### src/rtl/cpuclk_pkg.sv
package cpuclk_pkg;
  // Run/park state of the output phase controller
  typedef enum logic {
    PH_RUN  = 1'b0,
    PH_PARK = 1'b1
  } park_state_t;
endpackage

### src/rtl/cpuclk_divreg.sv
// Holds the active compare value plus one pending value. A pending
// value is promoted only on a counter wrap.
module cpuclk_divreg #(
  parameter int CMP_W = 8
) (
  input  logic             clk,
  input  logic             rst_n,
  input  logic [CMP_W-1:0] div_in,
  input  logic             div_load,
  input  logic             apply,
  output logic [CMP_W-1:0] act_cmp
);
  logic [CMP_W-1:0] pend_q;
  logic             pend_v;

  always_ff @(posedge clk) begin
    if (!rst_n) begin
      act_cmp <= '0;
      pend_q  <= '0;
      pend_v  <= 1'b0;
    end else begin
      if (apply && pend_v) begin
        act_cmp <= pend_q;
      end
      if (div_load) begin
        pend_q <= div_in;
        pend_v <= 1'b1;
      end else if (apply) begin
        pend_v <= 1'b0;
      end
    end
  end
endmodule

### src/rtl/cpuclk_counter.sv
// Half-period counter: counts up from zero and clears on wrap or while parked.
module cpuclk_counter #(
  parameter int CMP_W = 8
) (
  input  logic             clk,
  input  logic             rst_n,
  input  logic             run,
  input  logic             wrap,
  input  logic [CMP_W-1:0] act_cmp,
  output logic [CMP_W-1:0] cnt,
  output logic             match
);
  assign match = (cnt == act_cmp);

  always_ff @(posedge clk) begin
    if (!rst_n) begin
      cnt <= '0;
    end else if (!run || wrap) begin
      cnt <= '0;
    end else begin
      cnt <= cnt + 1'b1;
    end
  end
endmodule

### src/rtl/cpuclk_phase.sv
// Output phase and park control. Parking happens only when the output
// is already low or is about to fall at a match.
module cpuclk_phase
  import cpuclk_pkg::*;
(
  input  logic clk,
  input  logic rst_n,
  input  logic stop_req,
  input  logic match,
  output logic cpu_clk,
  output logic running,
  output logic wrap
);
  park_state_t st;
  logic        clk_q;
  logic        park_now;

  assign running  = (st == PH_RUN);
  assign park_now = running && stop_req && (!clk_q || match);
  assign wrap     = running && (match || park_now);
  assign cpu_clk  = clk_q;

  always_ff @(posedge clk) begin
    if (!rst_n) begin
      st    <= PH_RUN;
      clk_q <= 1'b0;
    end else begin
      case (st)
        PH_RUN: begin
          if (park_now) begin
            st    <= PH_PARK;
            clk_q <= 1'b0;
          end else if (match) begin
            clk_q <= ~clk_q;
          end
        end
        PH_PARK: begin
          if (!stop_req) begin
            st <= PH_RUN;
          end
        end
        default: st <= PH_RUN;
      endcase
    end
  end
endmodule

### src/rtl/cpu_clk_gen.sv
// Programmable CPU clock generator top level.
module cpu_clk_gen #(
  parameter int CMP_W = 8
) (
  input  logic             clk,
  input  logic             rst_n,
  input  logic [CMP_W-1:0] div_in,
  input  logic             div_load,
  input  logic             stop_req,
  output logic             cpu_clk,
  output logic             wait_en
);
  localparam logic [CMP_W-1:0] FASTEST = '0;

  logic [CMP_W-1:0] act_cmp;
  logic [CMP_W-1:0] cnt;
  logic             match;
  logic             wrap;
  logic             running;

  cpuclk_divreg #(.CMP_W(CMP_W)) u_divreg (
    .clk      (clk),
    .rst_n    (rst_n),
    .div_in   (div_in),
    .div_load (div_load),
    .apply    (wrap),
    .act_cmp  (act_cmp)
  );

  cpuclk_counter #(.CMP_W(CMP_W)) u_cnt (
    .clk     (clk),
    .rst_n   (rst_n),
    .run     (running),
    .wrap    (wrap),
    .act_cmp (act_cmp),
    .cnt     (cnt),
    .match   (match)
  );

  cpuclk_phase u_phase (
    .clk      (clk),
    .rst_n    (rst_n),
    .stop_req (stop_req),
    .match    (match),
    .cpu_clk  (cpu_clk),
    .running  (running),
    .wrap     (wrap)
  );

  assign wait_en = (act_cmp == FASTEST);
endmodule

### config.mk
export PLATFORM = sky130hd
export DESIGN_NAME = cpu_clk_gen
export DESIGN_NICKNAME = d
export VERILOG_FILES = /design/src/rtl/cpuclk_pkg.sv /design/src/rtl/cpuclk_divreg.sv /design/src/rtl/cpuclk_counter.sv /design/src/rtl/cpuclk_phase.sv /design/src/rtl/cpu_clk_gen.sv
export SDC_FILE = /design/constraint.sdc
export NUM_CORES = 1
export LEC_CHECK = 0
export ABC_AREA = 1
export BUFFER_PORTS_ARGS = -buffer_cell sky130_fd_sc_hd__buf_2
export CORE_MARGIN = 10
export CORE_UTILIZATION = 30
export CTS_CLUSTER_SIZE = 16
export DETAILED_ROUTE_END_ITERATION = 10
export REMOVE_ABC_BUFFERS = 1
export SYNTH_ARGS = -nofsm -noshare
export SYNTH_HDL_FRONTEND = slang
export SYNTH_HIERARCHICAL = 1
export SYNTH_SLANG_ARGS = --single-unit
### constraint.sdc
create_clock -name clk -period 2.99 [get_ports clk]
set_input_delay 0.299 -clock clk [delete_from_list [all_inputs] [get_ports clk]]
set_output_delay 0.299 -clock clk [all_outputs]
set_load 0.05 [all_outputs]
==> results of run 1 <==
## kinds of logic after synthesis
logic type / after synthesis / synth area share
and+or+nand+nor: 126 / 0.3915
buffers and inverters: 34 / 0.1130
adders and majority gates: 1 / 0.009909
DFF: 27 / 0.4281
AOI/OAI and AO/OA: 14 / 0.05748
## cells in the mapped netlist
library cell and count:
nor2_1 58, nand2_1 56, inv_1 30, dfxtp_1 27, o21ai_0 9, nand3_1 7
a21oi_1 4, nand2_2 4, buf_6 2, inv_2 2, a21boi_0 1, ha_1 1
or2_1 1
## where the power goes
group,internal (W),leakage (nW),switching (W)
Combinational,0.000107,0.441,0.000224
Clock,0.0000934,0.0255,0.000114
Sequential,0.000406,0.222,0.0000418
Total,0.000606,0.688,0.000380
## worst max-delay path: stages, from the launching register on
cell     delay, ns
dfxtp_1       0.42
inv_1         0.09
nand2_1       0.06
nand2_1       0.05
nor2_1        0.08
nand2_1       0.05
nor2_1        0.16
inv_1         0.08
nand2_1       0.06
nand3_1       0.06
nand2_1       0.11
nand2_2       0.21
nand2_1       0.12
nand2_1       0.05
nor2_1        0.09
## metal layers
layer	up-vias	global-route usage	wire [um]
met4	0	0.03144	23
met3	4	0.01625	59
met5	-	0	0
li1	625	-	-
met2	14	0.1139	1049
met1	469	0.09215	1277
## layout make-up
| type | instances | area [um2] |
|---|---|---|
| Tap cell | 50 | 62.56 |
| Timing Repair Buffer | 13 | 65.06 |
| Clock buffer | 3 | 41.29 |
| Fill cell | 464 | 2615 |
| Clock inverter | 1 | 5.005 |
| Multi-Input combinational cell | 141 | 579.3 |
| Sequential cell | 27 | 540.5 |
| Inverter | 32 | 120.1 |
## sequential cells by signal, summed over array words and instances, names as in the netlist
signal,flops
u_cnt/cnt,8
u_divreg/act_cmp,8
u_divreg/pend_q,8
u_divreg/pend_v,1
u_phase/cpu_clk,1
u_phase/st,1
## worst max-delay path by stage
stage | end | slack [ns] | cells after the start
finish | u_divreg/act_cmp[7] | 1.25 | 14
global route | u_divreg/act_cmp[5] | 0.93 | 14
CTS | u_divreg/act_cmp[4] | 1.23 | 13
detailed placement | u_divreg/act_cmp[4] | 1.27 | 13
global placement | u_cnt/cnt[2] | 1.29 | 13
floorplan | u_divreg/act_cmp[0] | 1.49 | 13
## per-stage QoR
stage	total power, W	hold WS (ns)	setup slack, ns
final	0.0009861	0.2420	1.251
after global routing	0.001070	0.2421	0.9267
after CTS	0.001002	0.2382	1.235
after detailed placement	0.0007910	0.4687	1.265
after global placement	0.0007885	0.4625	1.285
after floorplan	0.0007137	0.4193	1.487
==> results.tsv, run 1 <==
stage	metric	value	unit
min_path	whs_path_depth	3	
place	routabilityCongestion	0.8013	
logic_synthesis	yosysTopAreaCell	dfxtp_1	
finish	drive_gt1_frac	0.1060	
drt	vias	1112	
grt	track_usage	0.07246	
place	port_buffers	13	
logic_synthesis	yosys_warnings	6	
drt	avgRoutedWirePerCell	9.026	um
logic_synthesis	synth.top_cell.area_share	0.4281	
min_path	hold_path_class	in2reg	
clock_network	cts_sinks	27	
worst_setup_path	rr_endpoint	u_divreg/act_cmp[7]	
grt	grt_pass1_vias	1085	
die	fp.dieW	84.87	um
finish	fin_cells	267	
worst_setup_path	r2r_start	u_cnt/cnt[2]	
die	start_util	0.3134	
run	max-cap-violations	0	
clock_network	root_buffer	clkbuf_8	
clock_network	clkSlewWorstSetupHoldPaths	0.09	ns
grt	grt_max_degree	21	
finish	mostFrequentLayoutCells	nor2_1 (58), nand2_1 (56), inv_1 (30)	
die	coreArea	4029	um2
clock_network	htree_levels	1	
logic_synthesis	syn-cell-area	1262	um2
drt	vias_per_cell	4.165	
finish	design_area	1414	um2
timing	setup-tns-final	0	ns
logic_synthesis	syn_avg_cell_area	6.250	um2
min_path	min_from	div_in[0]	
finish	final_common_cell	nor2_1	
worst_setup_path	reg2regPathDepth	14	
timing	worst_pin_slew	0.3820	ns
clock_network	cts_tree	done	
clock_network	cts_inserted_buffers	3	
place	place_area	1368	um2
drt	drtAntennaViolNets	0	
timing	skew	0.003533	ns
finish	insertedDiodeCount	0	
timing	setup_viol	0	
die	die_y	84.87	um
clock_network	postCtsHoldBufs	0	
place	hpwl	1768	um
finish	layout.nets	231	
worst_setup_path	critPathCaptureType	flop	
worst_setup_path	cp_max_fo	16	
worst_setup_path	cp.arrival	1.95	ns
worst_setup_path	start_kind	flop	
timing	fin_crit	1.739	ns
timing	slew_headroom	0.7444	
place	dp.cells	263	
finish	area_growth	11.99	%
logic_synthesis	synthTopCellsByArea	dfxtp_1 (43%), nor2_1 (17%), nand2_1 (17%)	
pwr	leakage	0.6877	nW
worst_setup_path	setup.worst_path.start	u_cnt/cnt[2]	
drt	drc	0	
logic_synthesis	synth_cell_types	13	
clock_network	cts_resized	0	
timing	hold_violations	0	
clock_network	clk_path_buf_depth	2	
logic_synthesis	syn_inst	202	
worst_setup_path	crit_required	3.20	ns
drt	first_pass_iters	4	
grt	grt_pass1_wl	4581	um
min_path	min_to	u_divreg/pend_q[0]	
logic_synthesis	ys_seq_elements	27	
grt	antenna_found_initial	0	
worst_setup_path	crit_type	reg2reg	
pwr	p_per_area	697.5	nW/um2
grt	grt_overflow	0	
timing	slew_violations	0	
clock_network	clk_latency	0.27	ns
timing	fmax	0.5751	GHz
pwr	ir_drop	0.2392	mV
outcome	status	finished clean	
drt	first_iter_violations	79	
worst_setup_path	reg2reg_slack	1.25	ns
drt	wl	2410	um
finish	utilization	0.3509	
clock_network	cts_setup_buffers	0	
die	pin_count	14	
timing	rsz0062_at_grt	no	
logic_synthesis	yosysSeqAreaShare	0.4281	
die	rows	23	
timing	min_period_over_period	0.5815	
die	die_area	7203	um2
(Power assumes the default switching activity.)
==> inputs of run 2 (changes only) <==
==> constraint.sdc (replaced) <==
create_clock -name clk -period 1.6 [get_ports clk]
set_input_delay 0.16 -clock clk [delete_from_list [all_inputs] [get_ports clk]]
set_output_delay 0.16 -clock clk [all_outputs]
set_load 0.05 [all_outputs]
==> run 2 against run 1 <==
Design area is 16% higher. Clock power grew 91%. Count of clock-buffer cells in the layout unchanged. Worst setup slack worse by 1.2 ns. Combinational power increased to 2.6 times the previous value. Non-clock buffer count grew 20. Core utilization increased by 5.5 points. Sequential cell count unchanged. Cell count grew 7.5%. Critical endpoint is now u_divreg/act_cmp[1].
==> results.tsv, run 2 (synthesized netlist as in run 1, its figures left out) <==
stage	metric	value	unit
outcome	status	finished clean	
drt	first_iter_violations	51	
place	post-place-ws	-0.07496	ns
worst_setup_path	slowest_delay	0.36	ns
finish	num-fill-cells	434	
finish	mostFrequentLayoutCells	nor2_1 (53), nand2_1 (53), inv_1 (28)	
clock_network	clkSlewWorstSetupHoldPaths	0.09	ns
die	die_y	84.87	um
clock_network	clk_path_buf_depth	2	
die	die_area	7203	um2
pwr	clkPwrFrac	0.191	
clock_network	clk_latency	0.27	ns
timing	slew_violations	0	
drt	vias	1178	
grt	grt_pass1_wl	4754	um
grt	grt_max_degree	20	
pwr	leakage	0.8014	nW
timing	min_period_over_period	0.9933	
timing	skew	0.002108	ns
die	coreArea	4029	um2
drt	wl	2627	um
drt	vias_per_cell	4.105	
drt	avgRoutedWirePerCell	9.153	um
pwr	p_per_area	1274	nW/um2
timing	fin_crit	1.589	ns
pwr	ir_drop	0.6717	mV
clock_network	htree_levels	1	
finish	insertedDiodeCount	0	
worst_setup_path	crit_slowest_cell	dfxtp_2	
worst_setup_path	cp_max_fo	16	
worst_setup_path	critPathCaptureType	flop	
worst_setup_path	r2r_start	u_cnt/cnt[1]	
pwr	p_comb_frac	0.409	
drt	drtAntennaViolNets	0	
grt	grt_pass1_vias	1168	
timing	fmax	0.6292	GHz
pwr	intPower	0.001272	W
finish	area_growth	29.44	%
timing	rsz0062_at_grt	yes	
worst_setup_path	cp.arrival	1.76	ns
timing	fin_ws	0.01075	ns
timing	slew_headroom	0.8340	
die	fp.dieW	84.87	um
finish	fin_cells	287	
worst_setup_path	setup.worst_path.start	u_cnt/cnt[1]	
drt	drc	0	
clock_network	cts_sinks	27	
clock_network	cts_inserted_buffers	3	
finish	drive_gt1_frac	0.2658	
place	port_buffers	13	
finish	top_regs	u_cnt/cnt (8), u_divreg/act_cmp (8), u_divreg/pend_q (8)	
min_path	min_from	div_in[7]	
timing	hold_violations	0	
grt	track_usage	0.07638	
grt	grt_overflow	0	
pwr	p_seq_frac	0.400	
drt	first_pass_iters	4	
pwr	switching_share	0.3890	
timing	setup-tns-final	0	ns
worst_setup_path	crit_type	reg2reg	
pwr	switching_power	0.0008101	W
die	start_util	0.3134	
timing	setup_viol	0	
clock_network	root_buffer	clkbuf_8	
worst_setup_path	start_kind	flop	
place	hpwl	1884	um
pwr	total_power	0.002083	W
run	max-cap-violations	0	
die	rows	23	
worst_setup_path	crit_required	1.77	ns
place	routabilityCongestion	0.7858	
timing	worst_pin_slew	0.2507	ns
worst_setup_path	cp_common_cell	nor2_1	
place	dp.cells	283	
grt	antenna_found_initial	0	
min_path	hold_path_class	in2reg	
worst_setup_path	crit_chain	nand2_1 -> inv_1 -> nor2_1 -> nor2_1 -> nand2_1 -> nor2_2 -> inv_1 -> nand2_1 -> nand3_2 -> nand2_4 -> nand2_8 -> nor2_1 -> nor2_1	
clock_network	cts_tree	done	
die	pin_count	14	
finish	layout.nets	251	
[run 2: cell count changes in the layout (fill, tap and decap cells not counted), sizes merged]
cell and delta:
buf +20, clkinv -1, clkinvlp +1
[run 2: layout make-up]
type / instances / area (um2) / share of cell area
multi-input combinational: 141 / 635.6 / 0.3890
clock inverter: 1 / 7.507 / 0.004594
tap: 50 / 62.56 / 0.03828
clock buffer: 3 / 41.29 / 0.02527
inverter: 32 / 122.6 / 0.07504
timing repair buffer: 33 / 215.2 / 0.1317
sequential: 27 / 549.3 / 0.3361
[run 2: path summary, 6_finish.rpt]
kind	endpoint	slack, ns	cells after the start
min	u_divreg/pend_q[7]	0.10	3
max	u_divreg/act_cmp[1]	0.01	13
max reg2reg	u_divreg/act_cmp[1]	0.01	13
min reg2reg	u_divreg/act_cmp[0]	0.49	2
[run 2: through the flow]
stage	utilization	instance area [um2]	hold WS [ns]
global route	0.4056	1634	0.09841
CTS	0.3929	1583	0.09240
floorplan	-	1240	0.2803
finish	0.4056	1634	0.1037
detailed placement	0.3767	1518	0.3891
global placement	0.3767	1518	0.3834
[run 2: metal layers]
| metal | global-route usage | part of all wire | vias up |
|---|---|---|---|
| met5 | 0 | 0 | - |
| met4 | 0.02246 | 0.0095 | 0 |
| met3 | 0.02677 | 0.049 | 4 |
| met2 | 0.1187 | 0.42 | 19 |
| met1 | 0.09667 | 0.52 | 490 |
| li1 | - | - | 665 |
[run 2: critical path, delay by kind of cell (launching register included)]
family,cells,cell delay [ns]
buffers and inverters,2,0.10
flip-flops,1,0.36
AND/OR/NAND/NOR,11,1.03
[run 2: power groups by stage]
stage / clock network (W) / logic (W) / registers [W]
after floorplan: 0 / 0.000456 / 0.000877
after global placement: 0 / 0.000747 / 0.000837
after detailed placement: 0 / 0.000743 / 0.000839
after CTS: 0.000417 / 0.000774 / 0.000829
after global routing: 0.000438 / 0.000973 / 0.000847
final: 0.000398 / 0.000851 / 0.000833
[run 2: what timing repair did]
item / 4_1_cts / 5_1_grt
gates cloned: 0 / 0
hold endpoints to repair: 0 / 0
setup endpoints to repair: 13 / 17
resized for setup: 8 / 19
pin swaps: 0 / 6
hold buffers: 0 / 0
buffers inserted: 0 / 1
